**src/rtl/acc_pkg.sv**
```systemverilog
package acc_pkg;
    localparam int DATA_W = 8;
    localparam int HALF_W = DATA_W / 2;

    typedef enum logic [2:0] {
        FN_LOAD = 3'd0,
        FN_ADDC = 3'd1,
        FN_OR   = 3'd2,
        FN_AND  = 3'd3,
        FN_XOR  = 3'd4,
        FN_SWAP = 3'd5,
        FN_CLRC = 3'd6,
        FN_SETC = 3'd7
    } acc_fn_e;
endpackage

```
**src/rtl/acc_alu_core.sv**
```systemverilog
module acc_alu_core
    import acc_pkg::*;
#(
    parameter int W = DATA_W
) (
    input  logic [W-1:0] cur_acc,
    input  logic         cur_carry,
    input  logic [W-1:0] opnd,
    input  acc_fn_e      fn,
    output logic [W-1:0] nxt_acc,
    output logic         nxt_carry,
    output logic         acc_wr
);
    localparam int H = W / 2;

    logic [W:0] sum;

    always_comb begin
        sum = {1'b0, cur_acc} + {1'b0, opnd} + {{W{1'b0}}, cur_carry};
    end

    always_comb begin
        nxt_acc   = cur_acc;
        nxt_carry = cur_carry;
        acc_wr    = 1'b1;
        unique case (fn)
            FN_LOAD: nxt_acc = opnd;
            FN_ADDC: {nxt_carry, nxt_acc} = sum;
            FN_OR:   nxt_acc = cur_acc | opnd;
            FN_AND:  nxt_acc = cur_acc & opnd;
            FN_XOR:  nxt_acc = cur_acc ^ opnd;
            FN_SWAP: nxt_acc = {cur_acc[H-1:0], cur_acc[W-1:H]};
            FN_CLRC: begin
                nxt_carry = 1'b0;
                acc_wr    = 1'b0;
            end
            FN_SETC: begin
                nxt_carry = 1'b1;
                acc_wr    = 1'b0;
            end
        endcase
    end
endmodule

```
**src/rtl/acc_regs.sv**
```systemverilog
module acc_regs #(
    parameter int W = 8
) (
    input  logic         clk,
    input  logic         rst_n,
    input  logic         we,
    input  logic         acc_wr,
    input  logic [W-1:0] nxt_acc,
    input  logic         nxt_carry,
    output logic [W-1:0] acc_r,
    output logic         carry_r,
    output logic         zero_r
);
    always_ff @(posedge clk) begin
        if (!rst_n) begin
            acc_r   <= '0;
            carry_r <= 1'b0;
            zero_r  <= 1'b0;
        end else if (we) begin
            carry_r <= nxt_carry;
            if (acc_wr) begin
                acc_r  <= nxt_acc;
                zero_r <= (nxt_acc == '0);
            end
        end
    end

    assert_hold_R2: assert property (@(posedge clk) disable iff (!rst_n)
        !we |=> ($stable(acc_r) && $stable(carry_r) && $stable(zero_r)));

    assert_zero_R8: assert property (@(posedge clk) disable iff (!rst_n)
        (we && acc_wr) |=> (zero_r == (acc_r == '0)));

    assert_no_acc_write_R7: assert property (@(posedge clk) disable iff (!rst_n)
        (we && !acc_wr) |=> ($stable(acc_r) && $stable(zero_r)));
endmodule

```
**src/rtl/acc_unit.sv**
```systemverilog
module acc_unit
    import acc_pkg::*;
(
    input  logic              clk,
    input  logic              rst_n,
    input  logic              acc_we,
    input  logic [2:0]        func,
    input  logic              opnd_sel,
    input  logic [DATA_W-1:0] imm_byte,
    input  logic [DATA_W-1:0] reg_byte,
    output logic [DATA_W-1:0] acc_q,
    output logic              carry_q,
    output logic              zero_q
);
    acc_fn_e           fn;
    logic [DATA_W-1:0] opnd;
    logic [DATA_W-1:0] nxt_acc;
    logic              nxt_carry;
    logic              acc_wr;

    always_comb begin
        fn   = acc_fn_e'(func);
        opnd = opnd_sel ? imm_byte : reg_byte;
    end

    acc_alu_core #(.W(DATA_W)) u_core (
        .cur_acc   (acc_q),
        .cur_carry (carry_q),
        .opnd      (opnd),
        .fn        (fn),
        .nxt_acc   (nxt_acc),
        .nxt_carry (nxt_carry),
        .acc_wr    (acc_wr)
    );

    acc_regs #(.W(DATA_W)) u_regs (
        .clk       (clk),
        .rst_n     (rst_n),
        .we        (acc_we),
        .acc_wr    (acc_wr),
        .nxt_acc   (nxt_acc),
        .nxt_carry (nxt_carry),
        .acc_r     (acc_q),
        .carry_r   (carry_q),
        .zero_r    (zero_q)
    );

    assert_addc_R4: assert property (@(posedge clk) disable iff (!rst_n)
        (acc_we && func == 3'd1) |=>
        ({carry_q, acc_q} == ({1'b0, $past(acc_q)} + {1'b0, $past(opnd_sel ? imm_byte : reg_byte)}
                              + {{DATA_W{1'b0}}, $past(carry_q)})));

    assert_keep_carry_R5: assert property (@(posedge clk) disable iff (!rst_n)
        (acc_we && (func == 3'd0 || func == 3'd2 || func == 3'd3 || func == 3'd4 || func == 3'd5))
        |=> $stable(carry_q));

    assert_swap_R6: assert property (@(posedge clk) disable iff (!rst_n)
        (acc_we && func == 3'd5) |=> (acc_q == {$past(acc_q[HALF_W-1:0]), $past(acc_q[DATA_W-1:HALF_W])}));

    assert_setc_R7: assert property (@(posedge clk) disable iff (!rst_n)
        (acc_we && func == 3'd7) |=> carry_q);

    assert_clrc_R7: assert property (@(posedge clk) disable iff (!rst_n)
        (acc_we && func == 3'd6) |=> !carry_q);
endmodule

```
**config.mk**
```make
export PLATFORM = sky130hd
export DESIGN_NAME = acc_unit
export DESIGN_NICKNAME = d
export VERILOG_FILES = /design/src/rtl/acc_pkg.sv /design/src/rtl/acc_alu_core.sv /design/src/rtl/acc_regs.sv /design/src/rtl/acc_unit.sv
export SDC_FILE = /design/constraint.sdc
export NUM_CORES = 1
export LEC_CHECK = 0
export BUFFER_PORTS_ARGS = -buffer_cell sky130_fd_sc_hd__clkbuf_2
export CORE_MARGIN = 4
export CORE_UTILIZATION = 40
export CTS_CLUSTER_DIAMETER = 40
export DETAILED_ROUTE_END_ITERATION = 8
export PLACE_DENSITY = 0.7
export RECOVER_POWER = 50
export SLEW_MARGIN = 0
export SYNTH_ARGS = -nofsm -noshare
export SYNTH_HDL_FRONTEND = slang
export SYNTH_SLANG_ARGS = --single-unit
```
**constraint.sdc**
```tcl
create_clock -name clk -period 4.98 [get_ports clk]
set_clock_uncertainty 0.15 [all_clocks]
set_input_delay 0.249 -clock clk [delete_from_list [all_inputs] [get_ports clk]]
set_output_delay 0.249 -clock clk [all_outputs]
set_load 0.01 [all_outputs]
```
# Yosys cells after proc, flatten, opt, wreduce, memory -nomap -nowiden
# Cells that the tools add are included.
[totals]
ff_bits = 10
in_bits = 23
output_inout_bits = 10
wordCells = 25
[op_classes]
n_addsub = 2
eq_ne = 7
mux = 3
n_bitwise = 4
reduce_logical = 6
[op_table]
columns = ["op", "count"]
rows = [
  ["$pmux 8 s6", 1],
  ["$eq 3x3->1 const B", 4],
  ["$add 8x8->9", 1],
  ["$add 9x1->9", 1],
  ["$and 8x8->8", 1],
  ["$logic_not 8->1", 1],
  ["$mux 8", 1],
  ["$or 8x8->8", 1],
  ["$xor 8x8->8", 1],
  ["$eq 3x2->1 const B", 2],
  ["$reduce_and 2->1", 2],
  ["$eq 3x1->1 const B", 1],
  ["$logic_not 3->1", 1],
  ["$pmux 1 s3", 1],
  ["$reduce_bool 3->1", 1],
  ["$reduce_or 2->1", 1],
  ["$not 1->1", 1],
]

# Depth between registers and ports, before layout
[depth]
ltp_word = 5
ltp_mapped = 12
mapped_depth_nobuf = 11

# Hierarchy
# From an unflattened synthesis, not the netlist that was laid out.
[unflattened]
cells_unflattened = 196
area_unflattened_um2 = 1620.3
[by_module_without_submodules]
columns = ["mod", "instances", "cells_per_inst", "area_per_inst_um2", "seq_area_each_um2"]
rows = [
  ["acc_alu_core", 1, 141, 1034.7, 0.0],
  ["acc_regs", 1, 46, 454.2, 200.2],
  ["acc_unit", 1, 9, 131.4, 0.0],
]

# Worst setup path before layout
# No wires, ideal clock.
[synth_timing]
path_kind = "input to register"
start = "input opnd_sel"
end = "register u_regs.zero_r"
setup_ps = 87
t_arrival_ps = 2380
t_required_ps = 4743
setup_slack_ps = 2363
cell_stages = 12
path_buffers = 1
cell_sequence = "buf_4 mux2_2 fa_1 inv_1 fa_1 nand2b_1 a21oi_1 a21oi_1 a22oi_1 and4_1 nand4b_1 o31ai_1"
[synth_via]
elab_chain_len = 5
word_cells_on_any_way = 8
classes_between = "add/sub (2); mux (2); bitwise (3); reduce/logical (1)"
[synth_lines]
columns = ["element", "line_no", "rtl"]
rows = [
  ["from (decl)", "acc_unit.sv:8", "input logic opnd_sel,"],
  ["$mux 8 (*)", "acc_unit.sv:23", "opnd = opnd_sel ? imm_byte : reg_byte;"],
  ["$add 8x8->9", "acc_alu_core.sv:19", "sum = {1'b0, cur_acc} + {1'b0, opnd} + {{W{1'b0}}, cur_carry};"],
  ["$add 9x1->9", "acc_alu_core.sv:19", ""],
  ["$pmux 8 s6 (*)", "acc_alu_core.sv:26", "unique case (fn)"],
  ["$logic_not 8->1 (*)", "acc_regs.sv:23", "zero_r <= (nxt_acc == '0);"],
  ["to (signal assigned)", "acc_regs.sv:23", ""],
  ["to (decl)", "acc_regs.sv:12", "output logic zero_r"],
]
# Mark *: on every way between the ends. The rest lies on a longest branch, timed or not.
# A chain may end at the register's enable or synchronous reset.

# Worst setup path in the final report
# Ends and elaborated chain as after synthesis.

==> results.md <==
- Clk sinks: 10
- XOR/XNOR share of the synthesized area: 1.66%
- Worst-path cell chain: clkbuf_2 -> mux2_2 -> fa_1 -> inv_1 -> fa_1 -> nand2b_1 -> a21oi_1 -> nand4b_1 -> o21ai_0 -> a211oi_1 -> o21ai_0 -> o31ai_1
- Vias: 1581
- Post-CTS sizing: 0
- Chip height: 70.8 um
- Initial antenna violation count: 0
- Number of global-route vias before repair: 1495
- Worst Hold Class: input pin to flip-flop
- Status: complete, no violations
- Final Max Slew Viols: 0
- Post-synthesis instance area: 0.00158 mm^2
- Area of the core: 0.00374 mm^2
- Ports: 33
- Peak supply drop: 110 uV
- Post-synthesis mux area share: 10.4%
- Layout Nets: 279
- Num CTS Buffers: 3
- Vias/cell: 5.57
- Hold Path Stages: 3
- Slew @ Worst Pin: 0.802 ns
- Switching share of total power: 37.7%
- Pwr dens: 201 mW/mm^2
- Period utilization: 56.4%
- Mapped Avg Cell Area: 7.41 um^2
- Antenna diodes: 0
- Setup_tns: 0 ns
- Comb power frac: 43.9%
- Most used DFF post-synth: dfxtp_1
- Starting Density: 42.2%
- CTS Hold Bufs: 0
- Worst path buffer plus inverter count: 2
- Minimum clock period: 2.81 ns
- Area grow syn2layout: 11.3%
- Worst-Skew Late Latency: 0.24 ns
- Die ar.: 0.00502 mm^2
- Non-filler instance count after layout: 284
- Gr usage total: 16.6%
- Mapped Cells: 213
- Setup bufs post-CTS: 0
- Max-cap violations: 0
- Pre-Repair DR Iteration Count: 4
- Complex-gate fraction of the synthesized area: 26.8%
- Post-synthesis net count: 255
- Int Pwr: 220 uW
- Synth Warn #: 0
- Inst Count DP: 280
- Layout cell share with drive strength beyond 1: 14.4%
- Crit start category: input pin
- Reg2Reg Depth: 9
- Total wire length: 4.07 mm
- CP arrival: 2.81 ns
- Number of setup violations in the final report: 0
- Std-Cell Rows: 22
- Clock Path Buffers: 2
- First-pass GRT wire length: 6.92 mm
- Top Family by Delay on Critical Path: compound AO/OA/AOI/OAI gates
- Die Width: 70.8 um
- Post-synthesis sequential area ratio: 12.7%
- Final Hold Fails: 0
- Clock power frac: 28.5%
- Stages on the worst setup path: 12
- Worst-path clk slew: 0.05 ns
- R2r endpoint: u_regs.zero_r$_SDFFE_PN0P_
- RSZ-0062 raised after global routing: no
- Hold Crit Start: rst_n
- Reg2reg start: u_regs.acc_r[0]$_SDFFE_PN0P_
- CTS tree: done
- Largest family of logic cells by synthesized area: compound AO/OA/AOI/OAI gates
- Max Freq: 356 MHz
- Slowest-stage cell, CP: mux2_2
- RD Place Congestion: 0.903
- Clock Tree Root: clkbuf_8
- Type of the worst setup path: input pin to flip-flop
- Leak: 0.000775 uW
- Iter 0 DRT Violations: 173
- Post-Synth Adder-Cell Area: 16.0%
- P_sw: 133 uW
- Post-synth EDFFs: 0
- Total gr overflow: 0
- Ys async rst share: 0%
- Final HPWL DP: 3.09 mm
- Slew headroom: 46.6%
- Worst EP required: 4.98 ns
- Hold Path Sink: u_regs.acc_r[2]$_SDFFE_PN0P_
- Sequential power share: 27.6%
- Count of cell types in the netlist: 42
- Worst Setup End Kind: flip-flop
- Register-to-register setup slack: 2.20 ns
- # DRC: 0
- Number of port buffers: 32
- Crit path max fanout: 8
- #FFs+latches synth: 10
- CP max stage delay: 0.42 ns
- Pin count of the biggest net entering global routing: 39
- Simple-gate area share of the yosys netlist: 21.4%
- Htree depth: 1
- Drt wl/cell: 14.3 um
- Final ANT Viol Nets: 0
[power by group through the flow]
stage                     clock network, uW  registers (uW)  logic, uW
after floorplan                           0            97.2        118
after global placement                    0            99.1        154
after detailed placement                  0            99.0        154
after CTS                               102            97.5        155
after global routing                    108            98.5        176
final                                   101            97.4        155
[synth_stat cells, drive strengths merged, types with 5 or more instances]
cell type  number  area (um^2)
a21oi          14         70.1
a211oi          8         60.1
nand2          19         71.3
ha             17          213
inv            24         90.1
nand3           7         35.0
nor2           20         75.1
mux2i          10          100
buf            12         81.3
a31oi           6         37.5
dfxtp          10          200
mux2            5         63.8
o21ai          16         80.1
[tightest hold or removal path: stages]
cell and delay [ns]:
clkbuf_2 0.13, o21ai_0 0.09, a31oi_1 0.04
[layer usage]
metal / GRT usage, % / part of all wire (%)
met5: 0 / 0
met4: 5.01 / 2.6
met3: 3.13 / 7.1
met2: 25.6 / 42
met1: 23.4 / 48
[final cells by class]
class	instances	area [um^2]
Sequential cell	10	200
Clock buffer	4	55.1
Fill cell	386	1990
Multi-Input combinational cell	166	1200
Tap cell	48	60.1
Inverter	24	90.1
Timing Repair Buffer	32	148
[state kept, by name (all words and copies together) (netlist names)]
name,flops
u_regs.carry_r,1
u_regs.acc_r,8
u_regs.zero_r,1
[logic make-up (layout without fill, tap and decap cells)]
logic type,after synthesis,count (layout)
adders and majority gates,19,19
buffers and inverters,37,60
and+or+nand+nor,64,64
DFF,10,10
AOI/OAI and AO/OA,65,65
xor gates and xnor gates,3,3
muxes,15,15
[placed cells by master (no fill, tap or decap), types with 4 or more instances in the layout]
cell type  netlist  final
a211oi_1         8      8
a21oi_1         14     14
a22oi_1          4      4
a31oi_1          6      6
clkbuf_1         1     10
clkbuf_2         0     22
clkbuf_8         0      4
dfxtp_1         10     10
ha_1            17     17
inv_1           24     24
mux2i_1         10     10
nand2_1         19     19
nand3_1          7      7
nand4b_1         4      4
nor2_1          20     20
o21ai_0         13     13
[worst max path at each step]
stage / from / to
6_report: opnd_sel / u_regs.zero_r$_SDFFE_PN0P_
5_1_grt: u_regs.acc_r[0]$_SDFFE_PN0P_ / u_regs.zero_r$_SDFFE_PN0P_
3_5_place_dp: opnd_sel / u_regs.zero_r$_SDFFE_PN0P_
2_1_floorplan: opnd_sel / u_regs.zero_r$_SDFFE_PN0P_
4_1_cts: opnd_sel / u_regs.zero_r$_SDFFE_PN0P_
3_3_place_gp: opnd_sel / u_regs.zero_r$_SDFFE_PN0P_
[stage by stage]
stage | hold slack (ns) | setup WS, ns | utilization [%] | area (um^2) | power (uW)
finish | 0.172 | 2.17 | 46.9 | 1760 | 353
detailed placement | 0.329 | 1.99 | 45.8 | 1710 | 253
floorplan | 0.237 | 2.36 | - | 1580 | 215
global placement | 0.334 | 2.12 | 45.8 | 1710 | 253
CTS | 0.158 | 2.23 | 47.3 | 1770 | 355
global route | 0.187 | 2.00 | 46.9 | 1760 | 382
Power figures use the tool's default switching activity.
